==> src/rtl/hbuf_pkg.sv <==
package hbuf_pkg;
  typedef struct packed {
    logic alloc;    // write a new slot at the tail
    logic retire;   // drop the head slot
    logic restore;  // replay the slot under the cursor
  } hbStrobe_t;

  typedef enum logic [1:0] {
    ST_RUN   = 2'd0,
    ST_DRAIN = 2'd1,
    ST_ROLL  = 2'd2
  } hbState_t;
endpackage

==> src/rtl/hbuf_ctrl.sv <==
module hbuf_ctrl
  import hbuf_pkg::*;
#(
  parameter int DEPTH = 16,
  localparam int PTRW = $clog2(DEPTH),
  localparam int CNTW = $clog2(DEPTH + 1)
) (
  input  logic            clk,
  input  logic            rstN,
  input  logic            issueValid,
  input  logic            headValid,
  input  logic            headDone,
  input  logic            headExc,
  input  logic            allDone,
  output hbStrobe_t       strb,
  output logic [PTRW-1:0] tailIdx,
  output logic [PTRW-1:0] headIdx,
  output logic [PTRW-1:0] cursorIdx,
  output logic [CNTW-1:0] entryCount,
  output logic            issueReady,
  output logic            retireValid,
  output logic            halted,
  output logic            restoreDone
);
  hbState_t        stateQ;
  logic [PTRW-1:0] headQ, tailQ, cursorQ;
  logic [CNTW-1:0] countQ, countD;
  logic            doneQ;
  logic            full, excAtHead, lastRestore;

  assign full        = (countQ == CNTW'(DEPTH));
  assign excAtHead   = headValid & headDone & headExc;
  assign issueReady  = (stateQ == ST_RUN) & ~full & ~excAtHead;

  assign strb.alloc   = issueValid & issueReady;
  assign strb.retire  = (stateQ == ST_RUN) & headValid & headDone & ~headExc;
  assign strb.restore = (stateQ == ST_ROLL);
  assign lastRestore  = strb.restore & (cursorQ == headQ);

  assign countD = countQ + CNTW'(strb.alloc) - CNTW'(strb.retire) - CNTW'(strb.restore);

  always_ff @(posedge clk) begin
    if (!rstN) begin
      stateQ  <= ST_RUN;
      headQ   <= '0;
      tailQ   <= '0;
      cursorQ <= '0;
      countQ  <= '0;
      doneQ   <= 1'b0;
    end else begin
      countQ <= countD;
      doneQ  <= lastRestore;
      if (strb.retire)  headQ <= headQ + PTRW'(1);
      if (strb.alloc)   tailQ <= tailQ + PTRW'(1);
      if (strb.restore) tailQ <= cursorQ;
      unique case (stateQ)
        ST_RUN: begin
          if (excAtHead) stateQ <= ST_DRAIN;
        end
        ST_DRAIN: begin
          if (allDone) begin
            stateQ  <= ST_ROLL;
            cursorQ <= tailQ - PTRW'(1);
          end
        end
        ST_ROLL: begin
          cursorQ <= cursorQ - PTRW'(1);
          if (lastRestore) stateQ <= ST_RUN;
        end
        default: stateQ <= ST_RUN;
      endcase
    end
  end

  assign tailIdx     = tailQ;
  assign headIdx     = headQ;
  assign cursorIdx   = cursorQ;
  assign entryCount  = countQ;
  assign retireValid = strb.retire;
  assign halted      = (stateQ != ST_RUN);
  assign restoreDone = doneQ;
endmodule

==> src/rtl/hbuf_data.sv <==
module hbuf_data
  import hbuf_pkg::*;
#(
  parameter int DEPTH = 16,
  parameter int NREG  = 32,
  parameter int XLEN  = 32,
  localparam int PTRW = $clog2(DEPTH),
  localparam int RW   = $clog2(NREG)
) (
  input  logic            clk,
  input  logic            rstN,
  input  hbStrobe_t       strb,
  input  logic [PTRW-1:0] allocIdx,
  input  logic [PTRW-1:0] headIdx,
  input  logic [PTRW-1:0] restoreIdx,
  input  logic [RW-1:0]   issueDest,
  input  logic            cmplValid,
  input  logic [PTRW-1:0] cmplTag,
  input  logic [XLEN-1:0] cmplData,
  input  logic            cmplExc,
  input  logic [RW-1:0]   rdAddr,
  output logic [XLEN-1:0] rdData,
  output logic            headValid,
  output logic            headDone,
  output logic            headExc,
  output logic            allDone
);
  logic [DEPTH-1:0] validQ, doneQ, excQ;
  logic [RW-1:0]    destQ [DEPTH];
  logic [XLEN-1:0]  oldQ  [DEPTH];
  logic [XLEN-1:0]  rfQ   [NREG];

  logic [RW-1:0]    cmplDest;
  logic             cmplLive, fwdHit, youngerDone, rfWe;
  logic [PTRW-1:0]  fwdIdx, scanIdx, ageT, ageI;
  logic [XLEN-1:0]  capVal;

  assign cmplDest = destQ[cmplTag];
  assign cmplLive = cmplValid & validQ[cmplTag] & ~doneQ[cmplTag];

  // Scan younger slots in age order: first same-destination hit gets the forward.
  always_comb begin
    fwdHit      = 1'b0;
    fwdIdx      = '0;
    youngerDone = 1'b0;
    scanIdx     = '0;
    ageI        = '0;
    ageT        = cmplTag - headIdx;
    for (int k = 1; k < DEPTH; k++) begin
      scanIdx = cmplTag + PTRW'(k);
      ageI    = scanIdx - headIdx;
      if (validQ[scanIdx] && (ageI > ageT) && (destQ[scanIdx] == cmplDest)) begin
        if (!fwdHit) begin
          fwdHit = 1'b1;
          fwdIdx = scanIdx;
        end
        if (doneQ[scanIdx]) youngerDone = 1'b1;
      end
    end
  end

  assign rfWe   = cmplLive & ~cmplExc & ~youngerDone;
  assign capVal = (cmplLive && !cmplExc && !fwdHit && (cmplDest == issueDest))
                  ? cmplData : rfQ[issueDest];

  always_ff @(posedge clk) begin
    if (!rstN) begin
      validQ <= '0;
      doneQ  <= '0;
      excQ   <= '0;
      for (int i = 0; i < DEPTH; i++) begin
        destQ[i] <= '0;
        oldQ[i]  <= '0;
      end
    end else begin
      if (strb.alloc) begin
        validQ[allocIdx] <= 1'b1;
        doneQ[allocIdx]  <= 1'b0;
        excQ[allocIdx]   <= 1'b0;
        destQ[allocIdx]  <= issueDest;
        oldQ[allocIdx]   <= capVal;
      end
      if (cmplLive) begin
        doneQ[cmplTag] <= 1'b1;
        excQ[cmplTag]  <= cmplExc;
        if (fwdHit && !cmplExc) oldQ[fwdIdx] <= cmplData;
      end
      if (strb.retire)  validQ[headIdx]    <= 1'b0;
      if (strb.restore) validQ[restoreIdx] <= 1'b0;
    end
  end

  always_ff @(posedge clk) begin
    if (!rstN) begin
      for (int r = 0; r < NREG; r++) rfQ[r] <= '0;
    end else if (strb.restore) begin
      rfQ[destQ[restoreIdx]] <= oldQ[restoreIdx];
    end else if (rfWe) begin
      rfQ[cmplDest] <= cmplData;
    end
  end

  assign rdData    = rfQ[rdAddr];
  assign headValid = validQ[headIdx];
  assign headDone  = doneQ[headIdx];
  assign headExc   = excQ[headIdx];
  assign allDone   = &(~validQ | doneQ);
endmodule

==> src/rtl/hbuf_unit.sv <==
module hbuf_unit
  import hbuf_pkg::*;
#(
  parameter int DEPTH = 16,
  parameter int NREG  = 32,
  parameter int XLEN  = 32,
  localparam int PTRW = $clog2(DEPTH),
  localparam int RW   = $clog2(NREG),
  localparam int CNTW = $clog2(DEPTH + 1)
) (
  input  logic            clk,
  input  logic            rstN,
  input  logic            issueValid,
  input  logic [RW-1:0]   issueDest,
  output logic            issueReady,
  output logic [PTRW-1:0] issueTag,
  input  logic            cmplValid,
  input  logic [PTRW-1:0] cmplTag,
  input  logic [XLEN-1:0] cmplData,
  input  logic            cmplExc,
  input  logic [RW-1:0]   rdAddr,
  output logic [XLEN-1:0] rdData,
  output logic            retireValid,
  output logic            halted,
  output logic            restoreDone
);
  hbStrobe_t       strb;
  logic [PTRW-1:0] tailIdx, headIdx, cursorIdx;
  logic [CNTW-1:0] entryCount;
  logic            headValid, headDone, headExc, allDone;

  hbuf_ctrl #(.DEPTH(DEPTH)) ctrl_i (
    .clk(clk), .rstN(rstN), .issueValid(issueValid),
    .headValid(headValid), .headDone(headDone), .headExc(headExc), .allDone(allDone),
    .strb(strb), .tailIdx(tailIdx), .headIdx(headIdx), .cursorIdx(cursorIdx),
    .entryCount(entryCount), .issueReady(issueReady), .retireValid(retireValid),
    .halted(halted), .restoreDone(restoreDone)
  );

  hbuf_data #(.DEPTH(DEPTH), .NREG(NREG), .XLEN(XLEN)) data_i (
    .clk(clk), .rstN(rstN), .strb(strb),
    .allocIdx(tailIdx), .headIdx(headIdx), .restoreIdx(cursorIdx),
    .issueDest(issueDest), .cmplValid(cmplValid), .cmplTag(cmplTag),
    .cmplData(cmplData), .cmplExc(cmplExc), .rdAddr(rdAddr), .rdData(rdData),
    .headValid(headValid), .headDone(headDone), .headExc(headExc), .allDone(allDone)
  );

  assign issueTag = tailIdx;
endmodule

==> config.mk <==
export PLATFORM = sky130hd
export DESIGN_NAME = hbuf_unit
export DESIGN_NICKNAME = d
export VERILOG_FILES = /design/src/rtl/hbuf_pkg.sv /design/src/rtl/hbuf_ctrl.sv /design/src/rtl/hbuf_data.sv /design/src/rtl/hbuf_unit.sv
export SDC_FILE = /design/constraint.sdc
export NUM_CORES = 2
export LEC_CHECK = 0
export BUFFER_PORTS_ARGS = -buffer_cell sky130_fd_sc_hd__buf_2
export CAP_MARGIN = 20
export CORE_MARGIN = 2
export CORE_UTILIZATION = 25
export CTS_BUF_LIST = sky130_fd_sc_hd__clkbuf_4
export DETAILED_ROUTE_END_ITERATION = 8
export PLACE_DENSITY = 0.45
export SLEW_MARGIN = 10
export SYNTH_ARGS = -nofsm -noshare
export SYNTH_HDL_FRONTEND = slang
export SYNTH_SLANG_ARGS = --single-unit
==> constraint.sdc <==
create_clock -name clk -period 12.55 [get_ports clk]
set_clock_uncertainty 0.2 [all_clocks]
set_input_delay 2.51 -clock clk [delete_from_list [all_inputs] [get_ports clk]]
set_output_delay 2.51 -clock clk [all_outputs]
set_load 0.05 [all_outputs]
After elaboration in Yosys (flattened, before gate mapping) --
Memory sizes are Yosys's and may differ from the RTL's. A register that Yosys moved wholly into a read port is not among the register bits. Index checks and enable logic that the tools add are counted.
Word-level totals: flip-flop bits (word level) 68, memory bits (writable) 1616, input port bits 51, output and inout bits 40, logic and storage cells 400, memories kept 3
Operators by class: add/subtract/negate cells 38, magnitude comparators 38, equal/unequal tests 23, mux-type cells 207, bitwise gates (word level) 30, reductions and logical operators 52
Memory list:
- data_i.rfQ | depth 32, bits a word 32, read ports 2, clocked after Yosys merged registers in 0, write ports 32, RTL line hbuf_data.sv:31 | logic [XLEN-1:0] rfQ [NREG];
- data_i.oldQ | depth 16, bits a word 32, read ports 1, clocked after Yosys merged registers in 1, write ports 16, RTL line hbuf_data.sv:30 | logic [XLEN-1:0] oldQ [DEPTH];
- data_i.destQ | depth 16, bits a word 5, read ports 17, clocked after Yosys merged registers in 1, write ports 16, RTL line hbuf_data.sv:29 | logic [RW-1:0] destQ [DEPTH];
Operators with widths (number):
- $mux 16 | 11
- $mux 32 | 5
- $mux 4 | 39
- $bmux 1 s4 | 35
- $reduce_or 32->1 | 4
- $mux 1 | 104
- $lt 4x5->1 const B | 19
- $eq 5x5->1 | 16
- $and 16x16->16 | 4
- $not 16->16 | 4
- $sub 4x4->4 | 16
- $gt 4x4->1 | 15
- $or 16x16->16 | 3
- $logic_and 1x1->1 | 38
- $add 4x4->4 const B | 8
- $add 4x3->4 const B | 4
- $bwmux 16 | 1
- $demux 1 s4 | 4
- $ge 4x1->1 const B | 4
- $reduce_and 16->1 | 1
- $mux 5 | 3
- $and 1x1->1 | 13
- $add 4x1->4 const B | 3
- $sub 5x1->5 | 2
- 19 further kinds | 32

Longest topological paths before layout --
depth after elaboration 42, mapped depth 35, mapped depth without buffers 21

By module --
Synthesis repeated with hierarchy kept, for this count alone.
Unflattened totals: cells, all modules 6962, area, all modules 96786.6 µm²
By module, submodules not included:
- hbuf_data | instances 1, cells an instance 6826, area each 95559.1 µm², seq. area each 49487.5 µm²
- hbuf_ctrl | instances 1, cells an instance 136, area each 1227.4 µm², seq. area each 400.4 µm²

Worst setup path before layout --
No wires, ideal clock.
kind input -> register, from in cmplTag[1], to mem data_i.oldQ[6][0] (enable), setup time 0.561 ns, arrival time 10.104 ns, required time 11.789 ns, slack 1.685 ns, cell stages on the path 33, buffers on the path 13, path through buf_4 -> buf_4 -> buf_2 -> buf_2 -> buf_1 -> inv_1 -> ha_1 -> buf_2 -> buf_2 -> buf_2 -> clkbuf_1 -> inv_1 -> ha_1 -> a21o_1 -> a21oi_1 -> xnor2_1 -> xnor2_1 -> inv_1 -> ha_1 -> nor2b_1 -> o211ai_1 -> nor4_2 -> and2_1 -> buf_2 -> or3_1 -> nor4_2 -> buf_4 -> nor3_1 -> o31a_1 -> buf_2 -> nand3_2 -> buf_2 -> nand3_1
RTL lines:
- from (decl) | RTL line hbuf_unit.sv:18 | input logic [PTRW-1:0] cmplTag,
- to (decl) | RTL line hbuf_data.sv:30

==> results.py <==
metrics = {
    "sta": {
        "setup_tns_ps": 0,
        "fin_crit_sh": 0.808,
        "tightestPinTransition_ps": 1200,
        "final_max_slew_viol_count": 0,
        "slew_headroom": 0.198,
        "setup_viol": 0,
        "min_period_ps": 10140,
        "holdWs_ps": 264,
        "grt_setup_unrepaired": "false",
        "finalHoldViolCount": 0,
        "max_freq_ghz": 0.0987,
        "worst_slack_ps": 2410,
    },
    "floorplanning": {
        "die-area_um2": 391000,
        "fp.dieH_um": 625,
        "design.core.area_um2": 385000,
        "ios": 91,
        "start_util": 0.251,
        "dieWidth_um": 625,
        "fp-row-count": 228,
    },
    "setup_path": {
        "crit_type": "primary input to flip-flop",
        "path_cells": "buf_2 > inv_1 > ha_1 > inv_1 > a21oi_1 > xnor2_1 > buf_4 > ha_1 > nor2b_1 > o211ai_1 > nor3_1 > nand4_1 > a21boi_1 > nand4b_4 > nor4_2 > buf_4 > o2bb2ai_1 > o21bai_1 > nor2b_1 > nand3_4 > nand3_2 > buf_4",
        "cp_data_arrival_time_ps": 10820,
        "cp-start-kind": "primary input",
        "worstPathRequired_ps": 13240,
        "crit_fanout": 32,
        "worst_path_max_delay_cell": "nor2b_1",
        "max_stage_delay_ps": 940,
        "ff2ff_path_depth": 22,
        "critPathTopFamily": "simple AND/OR/NAND/NOR gates",
        "timing.rr.start": "ctrl_i.headIdx[1]",
        "crit_top_cell": "buf_4",
        "cp-end-kind": "flip-flop",
        "critPathBufInv": 6,
        "reg2reg_setup_slack_ps": 3650,
        "r2r-end": "data_i.oldQ[14][31]",
    },
    "power": {
        "powerDensity_nw_per_um2": 124,
        "finalPower_mw": 13.5,
        "p_leak_nw": 37.3,
        "power_switching_mw": 4.01,
        "seqPwrFrac": 0.480,
        "vdd_drop_max_uv": 73.4,
        "swShare": 0.297,
        "p_comb_frac": 0.167,
        "p_int_mw": 9.51,
        "p_clk_frac": 0.353,
    },
    "synthesis": {
        "ys_seq_elements": 1688,
        "synth_cell_types": 101,
        "ys.flop_type": "edfxtp_1",
        "syn-num-nets": 7026,
        "synth_edf_count": 1616,
        "yosys.area.top_type": "edfxtp_1",
        "syn_inst": 6901,
        "synth.area.top_cells": "edfxtp_1 50%, mux4_2 23%, mux2i_1 6.2%, nor2_1 4.3%, nand2_1 2.5%",
        "netlist.area_leader.share": 0.503,
        "synthArstFlopShare": 0,
        "netlist_area_um2": 96400,
        "yosys_warnings": 0,
        "yosysSeqAreaShare": 0.518,
        "synth.avg_cell_area_um2": 14.0,
    },
    "clocking": {
        "cts_tree": "built",
        "cts_buffers": 441,
        "clkSlewWorstSetupHoldPaths_ps": 60,
        "post_cts_buffers": 0,
        "insertion_delay_ps": 1390,
        "cts_hold_buffers": 0,
        "clk_path_buf_depth": 4,
        "postCtsResizedCells": 0,
        "cts.htree.levels": 5,
        "clockRootBuffer": "clkbuf_4",
        "cts_sinks": 1688,
    },
    "cells_and_area": {
        "final_common_cell": "edfxtp_1",
        "final_area_um2": 109000,
        "fin_nets": 7130,
        "final_layout_size_suffix_gt1_frac": 0.314,
        "syn2layout_area_growth_pct": 12.9,
        "final_cell_mix": "1616 x edfxtp_1, 1096 x nor2_1, 993 x mux4_2",
    },
    "grt": {
        "overflow": 0,
        "grt_pass1_wl_mm": 533,
        "grt_max_degree": 90,
        "antenna_found_initial": 26,
        "grt_pass1_vias": 66951,
        "grtUsageTotal": 0.192,
    },
    "place": {
        "hpwl_mm": 229,
        "portBuffers": 90,
        "pre_cts_ws_ps": 1390,
        "post_dp_cell_area_um2": 103000,
        "gp_congestion": 0.883,
    },
    "hold_path": {
        "min_to": "ctrl_i.stateQ[0]",
        "hp-start": "ctrl_i.stateQ[1]",
        "whs_path_depth": 1,
        "hold_path.class": "flip-flop to flip-flop",
    },
    "detailed_routing": {
        "routed_wl_mm": 384,
        "drt_iter0_drc": 7192,
        "wl_per_cell_um": 31.0,
        "drcViolationCount": 0,
        "firstDrtPassIters": 6,
        "ant_nets": 0,
        "vias_per_cell": 5.33,
        "via_count": 66071,
    },
    "job": {
        "cap_violations": 0,
    },
    "run_status": {
        "status": "finished, final reports clean",
    },
}
## final cells by class
cell class                      count  area [µm²]
Fill cell                       38802      276000
Clock buffer                      625        4690
Inverter                          102         392
Antenna cell                       22        55.1
Tap cell                         5060        6330
Clock inverter                    121         592
Multi-Input combinational cell   4402       43800
Sequential cell                  1688       50000
Timing Repair Buffer              370        3070
## cells in the mapped netlist, types with 25 or more instances
library cell	number
xor2_1	36
ha_1	68
mux2i_1	599
inv_1	93
buf_4	29
nand2_1	653
dfxtp_1	72
buf_6	27
and2_1	25
mux2_2	66
a21oi_1	78
nor2_1	1108
edfxtp_1	1616
mux4_2	993
nor2b_1	53
nand3_1	139
o21ai_1	34
buf_2	141
clkbuf_1	447
buf_1	61
o21ai_0	39
xnor2_1	71
nor3_1	80
## metrics by stage
step | cells | util
2_1_floorplan | 6901 | -
6_report | 12390 | 0.283
3_3_place_gp | 11594 | 0.268
5_1_grt | 12386 | 0.283
4_1_cts | 12354 | 0.282
3_5_place_dp | 11608 | 0.269
## worst max path at each step
stage                                endpoint  cells after the start  slack [ps]  startpoint
after floorplan             data_i.oldQ[6][0]                     33        1680  cmplTag[1]
after global routing      data_i.oldQ[14][31]                     22        2180  cmplTag[2]
after detailed placement  data_i.oldQ[14][16]                     22        1390  cmplTag[2]
after global placement     data_i.rfQ[27][28]                     22        1350  cmplTag[2]
final                     data_i.oldQ[14][31]                     22        2410  cmplTag[2]
after CTS                 data_i.oldQ[14][31]                     22        2740  cmplTag[2]
## flip-flops by register name (all words and copies together) (netlist names), named ones only
signal              cells
ctrl_i.cursorIdx        4
data_i.rfQ           1024
data_i.destQ           80
ctrl_i.tailIdx          4
ctrl_i.stateQ           2
ctrl_i.headIdx          4
data_i.validQ          16
data_i.oldQ           512
data_i.doneQ           16
data_i.excQ            16
ctrl_i.restoreDone      1
ctrl_i.entryCount       5
## power groups by stage
stage	clock [mW]	sequential, mW	combinational, mW
after global placement	0	6.60	2.23
after CTS	4.90	6.49	2.26
after global routing	5.16	6.51	2.35
after detailed placement	0	6.61	2.25
after floorplan	0	6.56	1.36
final	4.78	6.49	2.26
## routing by layer
| layer | global-route usage | vias to the layer above | routed length [µm] |
|---|---|---|---|
| met5 | 0 | - | 63 |
| met4 | 0.0725 | 10 | 14600 |
| met3 | 0.0350 | 611 | 30700 |
| met2 | 0.309 | 3321 | 180000 |
| met1 | 0.257 | 35119 | 158000 |
| li1 | - | 27010 | - |
## cell families (layout without fill, tap and decap cells)
| family | Yosys count | after routing | synth area share |
|---|---|---|---|
| and+or+nand+nor | 2214 | 2214 | 0.0976 |
| DFF | 1688 | 1688 | 0.518 |
| muxes | 1672 | 1672 | 0.303 |
| buffers and inverters | 811 | 1218 | 0.0367 |
| AOI/OAI and AO/OA | 329 | 329 | 0.0235 |
| xor gates and xnor gates | 113 | 113 | 0.0107 |
| adders and majority gates | 74 | 74 | 0.0101 |
| other | 0 | 22 | 0 |
Note: power is estimated with default switching activity, not from simulation.
